==> src/rtl/spec_tag_table.sv <==
`timescale 1ns/1ps
module spec_tag_table #(
  parameter int NREG = 8,
  parameter int DW   = 32,
  parameter int TW   = 4,
  localparam int AW  = (NREG > 1) ? $clog2(NREG) : 1
) (
  input  logic          clk,
  input  logic          rst_n,
  input  logic          iss_valid,
  input  logic          iss_has_dst,
  input  logic [AW-1:0] iss_dst,
  input  logic [TW-1:0] iss_tag,
  input  logic [AW-1:0] src_a,
  input  logic [AW-1:0] src_b,
  output logic          a_ready,
  output logic [DW-1:0] a_value,
  output logic [TW-1:0] a_tag,
  output logic          b_ready,
  output logic [DW-1:0] b_value,
  output logic [TW-1:0] b_tag,
  input  logic          bus_valid,
  input  logic [TW-1:0] bus_tag,
  input  logic [DW-1:0] bus_value,
  input  logic          cmt_valid,
  input  logic [AW-1:0] cmt_reg,
  input  logic [DW-1:0] cmt_value,
  input  logic          flush
);

  logic [NREG-1:0]         rdy_v;
  logic [NREG-1:0][TW-1:0] tag_v;
  logic [NREG-1:0][DW-1:0] val_v;
  logic [NREG-1:0][DW-1:0] cval_v;

  wire rename = iss_valid & iss_has_dst;

  for (genvar g = 0; g < NREG; g++) begin : g_reg
    logic          r;
    logic [TW-1:0] t;
    logic [DW-1:0] v;
    logic [DW-1:0] c;

    wire           cw    = cmt_valid && (cmt_reg == AW'(g));
    wire [DW-1:0]  cnext = cw ? cmt_value : c;
    wire           rn    = rename && (iss_dst == AW'(g));
    wire           hit   = bus_valid && !r && (t == bus_tag);

    always_ff @(posedge clk) begin
      if (!rst_n) begin
        r <= 1'b1;
        t <= '0;
        v <= '0;
        c <= '0;
      end else begin
        c <= cnext;
        if (flush) begin
          r <= 1'b1;
          v <= cnext;
        end else if (rn) begin
          r <= 1'b0;
          t <= iss_tag;
        end else if (hit) begin
          r <= 1'b1;
          v <= bus_value;
        end
      end
    end

    assign rdy_v[g]  = r;
    assign tag_v[g]  = t;
    assign val_v[g]  = v;
    assign cval_v[g] = c;
  end

  assign a_ready = rdy_v[src_a];
  assign a_value = val_v[src_a];
  assign a_tag   = tag_v[src_a];
  assign b_ready = rdy_v[src_b];
  assign b_value = val_v[src_b];
  assign b_tag   = tag_v[src_b];

endmodule


==> config.mk <==
export PLATFORM = sky130hd
export DESIGN_NAME = spec_tag_table
export DESIGN_NICKNAME = d
export VERILOG_FILES = /design/src/rtl/spec_tag_table.sv
export SDC_FILE = /design/constraint.sdc
export NUM_CORES = 1
export LEC_CHECK = 0
export BUFFER_PORTS_ARGS = -buffer_cell sky130_fd_sc_hd__buf_2
export CAP_MARGIN = 20
export CORE_UTILIZATION = 40
export CTS_CLUSTER_DIAMETER = 120
export CTS_CLUSTER_SIZE = 12
export DETAILED_ROUTE_END_ITERATION = 8
export REMOVE_ABC_BUFFERS = 1
export SYNTH_ARGS = -nofsm -noshare
export SYNTH_HDL_FRONTEND = slang
export SYNTH_SLANG_ARGS = --single-unit
==> constraint.sdc <==
create_clock -name clk -period 4.97 [get_ports clk]
set_input_delay 0 -clock clk [delete_from_list [all_inputs] [get_ports clk]]
set_output_delay 0 -clock clk [all_outputs]
set_load 0.02 [all_outputs]
After elaboration in Yosys (flattened, before gate mapping)
Cells that the tools add are included.
{"block": "word_totals", "romBits": 0, "mem_count": 0, "latchBits": 0, "out_inout_bits": 74, "ram_bits": 0, "regBits": 552, "word_cells": 202}
{"block": "classes", "shift": 0, "n_bitwise": 3, "n_addsub": 0, "mux": 60, "multipliers": 0, "n_lt_le_gt_ge": 2, "n_reduce_logical": 75, "n_eq_ne": 30, "n_div": 0}
{"op": "32-bit 2-to-1 mux", "count": 34}
{"op": "32-bit binary-select mux with 3-bit select", "count": 2}
{"op": "4-bit == test", "count": 8}
{"op": "1-bit logical AND", "count": 32}
{"op": "2-bit AND reduction", "count": 16}
{"op": "2-bit nonzero test", "count": 16}
{"op": "4-bit binary-select mux with 3-bit select", "count": 2}
{"op": "3-bit == test (second input constant)", "count": 8}
{"op": "1-bit 2-to-1 mux", "count": 18}
{"op": "2-bit != test (second input constant)", "count": 8}
{"op": "3-bit by 2-bit == test with 1-bit output (second input constant)", "count": 4}
{"op": "1-bit logical NOT", "count": 8}
{"op": "3-bit by 4-bit less-than comparator with 1-bit output (second input constant)", "count": 2}
{"op": "4-bit 2-to-1 mux", "count": 2}
{"op": "1-bit binary-select mux with 3-bit select", "count": 2}
{"op": "3-bit by 1-bit == test with 1-bit output (second input constant)", "count": 2}
{"op": "3-bit logical NOT", "count": 2}
{"op": "1-bit inverter", "count": 2}
{"op": "2-bit OR reduction", "count": 1}
{"op": "1-bit bitwise AND", "count": 1}

Logic depth before layout (Yosys ltp)
{"block": "logic_depth", "ltp_word": 6, "ltp_mapped": 7, "ltp_nobuf": 4}

Least setup slack after synthesis
No wires, ideal clock.
{"block": "synth_timing", "kind": "register -> register", "from": "reg g_reg[7].t[2]", "to": "reg g_reg[7].v[10]", "slack_ps": 3344, "synth_period_minus_slack_ps": 1626, "setup_time_ps": 118, "t_arrival_ps": 1508, "path_stages_with_launch": 7, "path_cell_list": "dfxtp_1 -> xnor2_1 -> o2111ai_1 -> or2_2 -> clkbuf_1 -> buf_2 -> o2111a_1"}
{"block": "synth_via", "elab_chain_len": 4}
{"element": "start, declared", "line_no": "40", "source": "logic [TW-1:0] t;"}
{"element": "start signal, assigned", "line_no": "62", "source": "t <= iss_tag;"}
{"element": "4-bit == test", "line_no": "47", "source": "wire hit = bus_valid && !r && (t == bus_tag);"}
{"element": "1-bit logical AND", "line_no": "47"}
{"element": "2-bit nonzero test (no source line)"}
{"element": "2-bit AND reduction (no source line)"}
{"element": "end signal, assigned", "line_no": "59", "source": "v <= cnext;"}
{"element": "end signal, assigned", "line_no": "65", "source": "v <= bus_value;"}
{"element": "end, declared", "line_no": "41", "source": "logic [DW-1:0] v;"}
No other way between the ends.
A chain may end at the register's enable or synchronous reset.

Final worst setup path
{"block": "layout_timing", "from": "reg g_reg[5].t[1]", "to": "reg g_reg[5].v[25]"}
{"block": "layout_via", "elab_chain_len": 4}
{"element": "start, declared", "line_no": "40"}
{"element": "start signal, assigned", "line_no": "62"}
{"element": "4-bit == test", "line_no": "47"}
{"element": "1-bit logical AND", "line_no": "47"}
{"element": "2-bit nonzero test (no source line)"}
{"element": "2-bit AND reduction (no source line)"}
{"element": "end signal, assigned", "line_no": "59"}
{"element": "end signal, assigned", "line_no": "65"}
{"element": "end, declared", "line_no": "41"}
No other way between the ends.

==> reports/results.md <==
| Metric | Value |
| --- | --- |
| Category of the critical setup timing path | flop to flop |
| Area of the multi-input gates | 16300 um2 |
| Clock tree root driver cell | clkbuf_16 |
| Port Buf Inserts | 164 |
| Maximum number of pins on one net before global-route repair | 207 |
| Reg clk slew, reported paths | 0.06 ns |
| Hold-critical path depth | 2 |
| First-pass GRT wire length | 143 mm |
| Total via count after detailed routing | 22700 |
| Chip width | 269 um |
| Number of placement rows | 97 |
| Top cells by area, synth | dfxtp_1, mux4_2, mux2i_1 |
| Largest area contributor in the synthesized netlist | dfxtp_1 |
| Area of the core region | 70400 um2 |
| RSZ-0062 raised after global routing | no |
| Post-detailed-route via-to-cell ratio | 6.04 |
| Worst min-delay path category | primary input to flop |
| Post-route ant nets | 0 |
| Result of the run | complete, no violations |
| Yosys reg bits | 552 |
| PwrDens | 302 nW/um2 |
| Post-layout nets | 2902 |
| Number of detailed-route iterations in the first pass | 6 |
| H-tree levels | 2 |
| Detailed Route Iter0 Violations | 2001 |
| Final setup violating endpoints | 0 |
| DRC violations left | 0 |
| Skew-Pair Late Insertion Delay | 0.60 ns |
| Effective utilization at floorplan | 0.406 |
| Post-route clock skew | 0.0113 ns |
| Number of primary I/O pins | 165 |
| Syn Inst Count | 2823 |
| Worst min-delay path startpoint | rst_n |
| Setup crit end kind | flop |
| Wire per inst | 24.8 um |
| Fmax | 316 MHz |
| FF-to-FF path depth | 4 |
| Final HPWL from detailed placement | 51.5 mm |
| Final WL | 93.1 mm |
| Beginning of the worst register-to-register path | g_reg[5].t[1] |
| Number of sinks driven by the clock tree | 552 |
| R2R Setup Slk | 1.81 ns |
| Total power consumption of the routed design | 9.64 mW |
| Max_cap viols | 0 |
| IR drop worst, VDD | 0.166 mV |
| Data required time at the worst endpoint | 5.45 ns |
| Initial antenna violation count | 1 |
| Layout fillers | 6676 |
| Die H | 269 um |
| Period utilisation layout | 0.636 |
| Data arrival, critical path | 3.65 ns |
| Register area | 11100 um2 |
| Tightest Pin Transition | 1.12 ns |
| Clock tree from TritonCTS | done |
| Area Overhead vs Synth | 11.8% |
| Endpoint of the lowest-slack register-to-register path | g_reg[5].v[25] |
| Synthesized area divided by synthesized cell count | 10.1 um2 |
| Part of the Yosys area used for sequential elements | 0.387 |
| Static power due to leakage | 12.3 nW |
| Aggregate global routing overflow | 0 |
| YS warnings | 0 |
| Non-Filler Cell Area, Final | 32000 um2 |
| Global placement routability congestion | 0.792 |
| Final Max Slew Viols | 0 |
| Distinct cell type count after synthesis | 42 |
| Via count of the first global-routing pass | 22800 |
| Max transition margin | 0.255 |
| Num CTS Buffers | 51 |
| End point of the most critical hold path | g_reg[1].v[2] |
| Post-route minimum period | 3.16 ns |
| Post-place instance area | 29800 um2 |
| Overall routing resource usage | 0.252 |
| Combined area of all synthesized cells | 28600 um2 |
| Proportion of netlist area held by the largest area contributor | 0.387 |
| Clock tree buffer depth | 3 |
| Final hold viol count | 0 |
| Critical-path maximum fanout | 34 |
| Layout cells sized above 1 | 0.196 |
| Diodes inserted | 0 |
| Overall die area | 72500 um2 |
| Critical Path Source Type | flop |
-- power breakdown --
part | internal, mW | switching [mW] | leakage [nW] | total, mW
registers | 4.59 | 0.0967 | 4.51 | 4.68
clock network | 1.86 | 1.68 | 0.653 | 3.54
logic | 0.611 | 0.805 | 7.19 | 1.42
-- registers in the layout (all words and copies together) (netlist names) --
name  count
g.c     256
g.v     256
g.t      32
g.r       8
-- cell usage after synthesis (all sizes together) --
cell and instances:
o2111a 255, and3 1, o21ai 200, mux2 74, nand2 269, o2111ai 6
nand4b 4, and2 1, a222oi 1, or2 39, a311o 62, inv 9
nand2b 6, nand3b 1, nor2b 294, and4b 2, a21bo 6, nor2 194
mux2i 288, dfxtp 552, mux4 148, clkbuf 221, a311oi 2, xor2 2
xnor2 24, a2111oi 1, o221a 1, buf 132, and3b 1, nand3 11
nor4b 1, nor3 8, nor4bb 3, a21oi 2, nand4 2
-- cell usage in the layout, fill, tap and decap left out, types with 3 or more instances in the layout --
| cell type | count |
|---|---|
| a311o_1 | 62 |
| nor2_1 | 194 |
| dfxtp_1 | 552 |
| o21ai_1 | 3 |
| buf_2 | 158 |
| or2_2 | 38 |
| buf_12 | 9 |
| dlygate4sd3_1 | 79 |
| mux4_2 | 148 |
| nand3_1 | 3 |
| clkbuf_16 | 53 |
| buf_4 | 40 |
| mux2_2 | 74 |
| o2111ai_4 | 6 |
| nand3_2 | 8 |
| o21ai_0 | 197 |
| nor4bb_4 | 3 |
| nor2b_1 | 294 |
| inv_1 | 8 |
| nand4b_1 | 4 |
| mux2i_1 | 288 |
| nand2_1 | 269 |
| nand2b_1 | 6 |
| a21bo_2 | 6 |
| xnor2_1 | 24 |
| o2111a_1 | 254 |
| nor3_1 | 8 |
-- routing by layer --
layer / global-route usage / wire, um / up-vias
met5: 0.00526 / 59 / -
met4: 0.0725 / 2210 / 2
met3: 0.0406 / 6270 / 161
met2: 0.411 / 43600 / 852
met1: 0.343 / 41000 / 11400
li1: - / - / 10200
-- critical path: stages (launching register included) --
cell and delay, ns:
dfxtp_1 0.40, nand2b_1 0.14, o2111a_2 0.84, nand3_2 1.04
o2111a_1 0.60
-- how the worst max path moves through the flow --
stage	from	end	slack, ns	depth (start not counted)
after floorplan	cmt_reg[2]	g_reg[2].v[0]	-0.34	4
after global placement	bus_valid	g_reg[5].v[5]	1.81	5
after detailed placement	bus_valid	g_reg[5].v[8]	1.71	5
after CTS	g_reg[5].t[1]	g_reg[5].v[8]	1.76	4
after global routing	g_reg[5].t[1]	g_reg[5].v[9]	1.71	4
final	g_reg[5].t[1]	g_reg[5].v[25]	1.81	4
-- cells by family (layout without fill, tap and decap cells) --
group / after synthesis / count (layout) / synth area share
muxes: 510 / 510 / 0.247
AOI/OAI and AO/OA: 536 / 536 / 0.164
xor gates and xnor gates: 26 / 26 / 0.00797
DFF: 552 / 552 / 0.387
buffers and inverters: 362 / 350 / 0.0513
and+or+nand+nor: 837 / 837 / 0.144
-- layout make-up --
type                    instances  area share
multi-input cells            1909       0.509
repair buffers                288      0.0655
flip-flops and latches        552       0.346
clock buffers                  53      0.0415
well taps                     940      0.0368
inverters                       9     0.00106
-- repair_timing --
action | CTS | global route
endpoints found under the hold margin | 552 | 0
gates resized for setup | 0 | 0
hold buffers | 79 | 0
buffers inserted | 0 | 0
-- through the flow --
step / utilization / setup WS (ns) / setup TNS, ns / cells / hold WS (ns)
2_1_floorplan: - / -0.339 / -50.62 / 2470 / 0.128
3_3_place_gp: 0.423 / 1.81 / 0 / 3617 / 0.396
3_5_place_dp: 0.423 / 1.71 / 0 / 3617 / 0.410
4_1_cts: 0.453 / 1.76 / 0 / 3749 / 0.00242
5_1_grt: 0.454 / 1.71 / 0 / 3751 / 0.0517
6_report: 0.454 / 1.81 / 0 / 3751 / 0.0284
(Power assumes the default switching activity.)
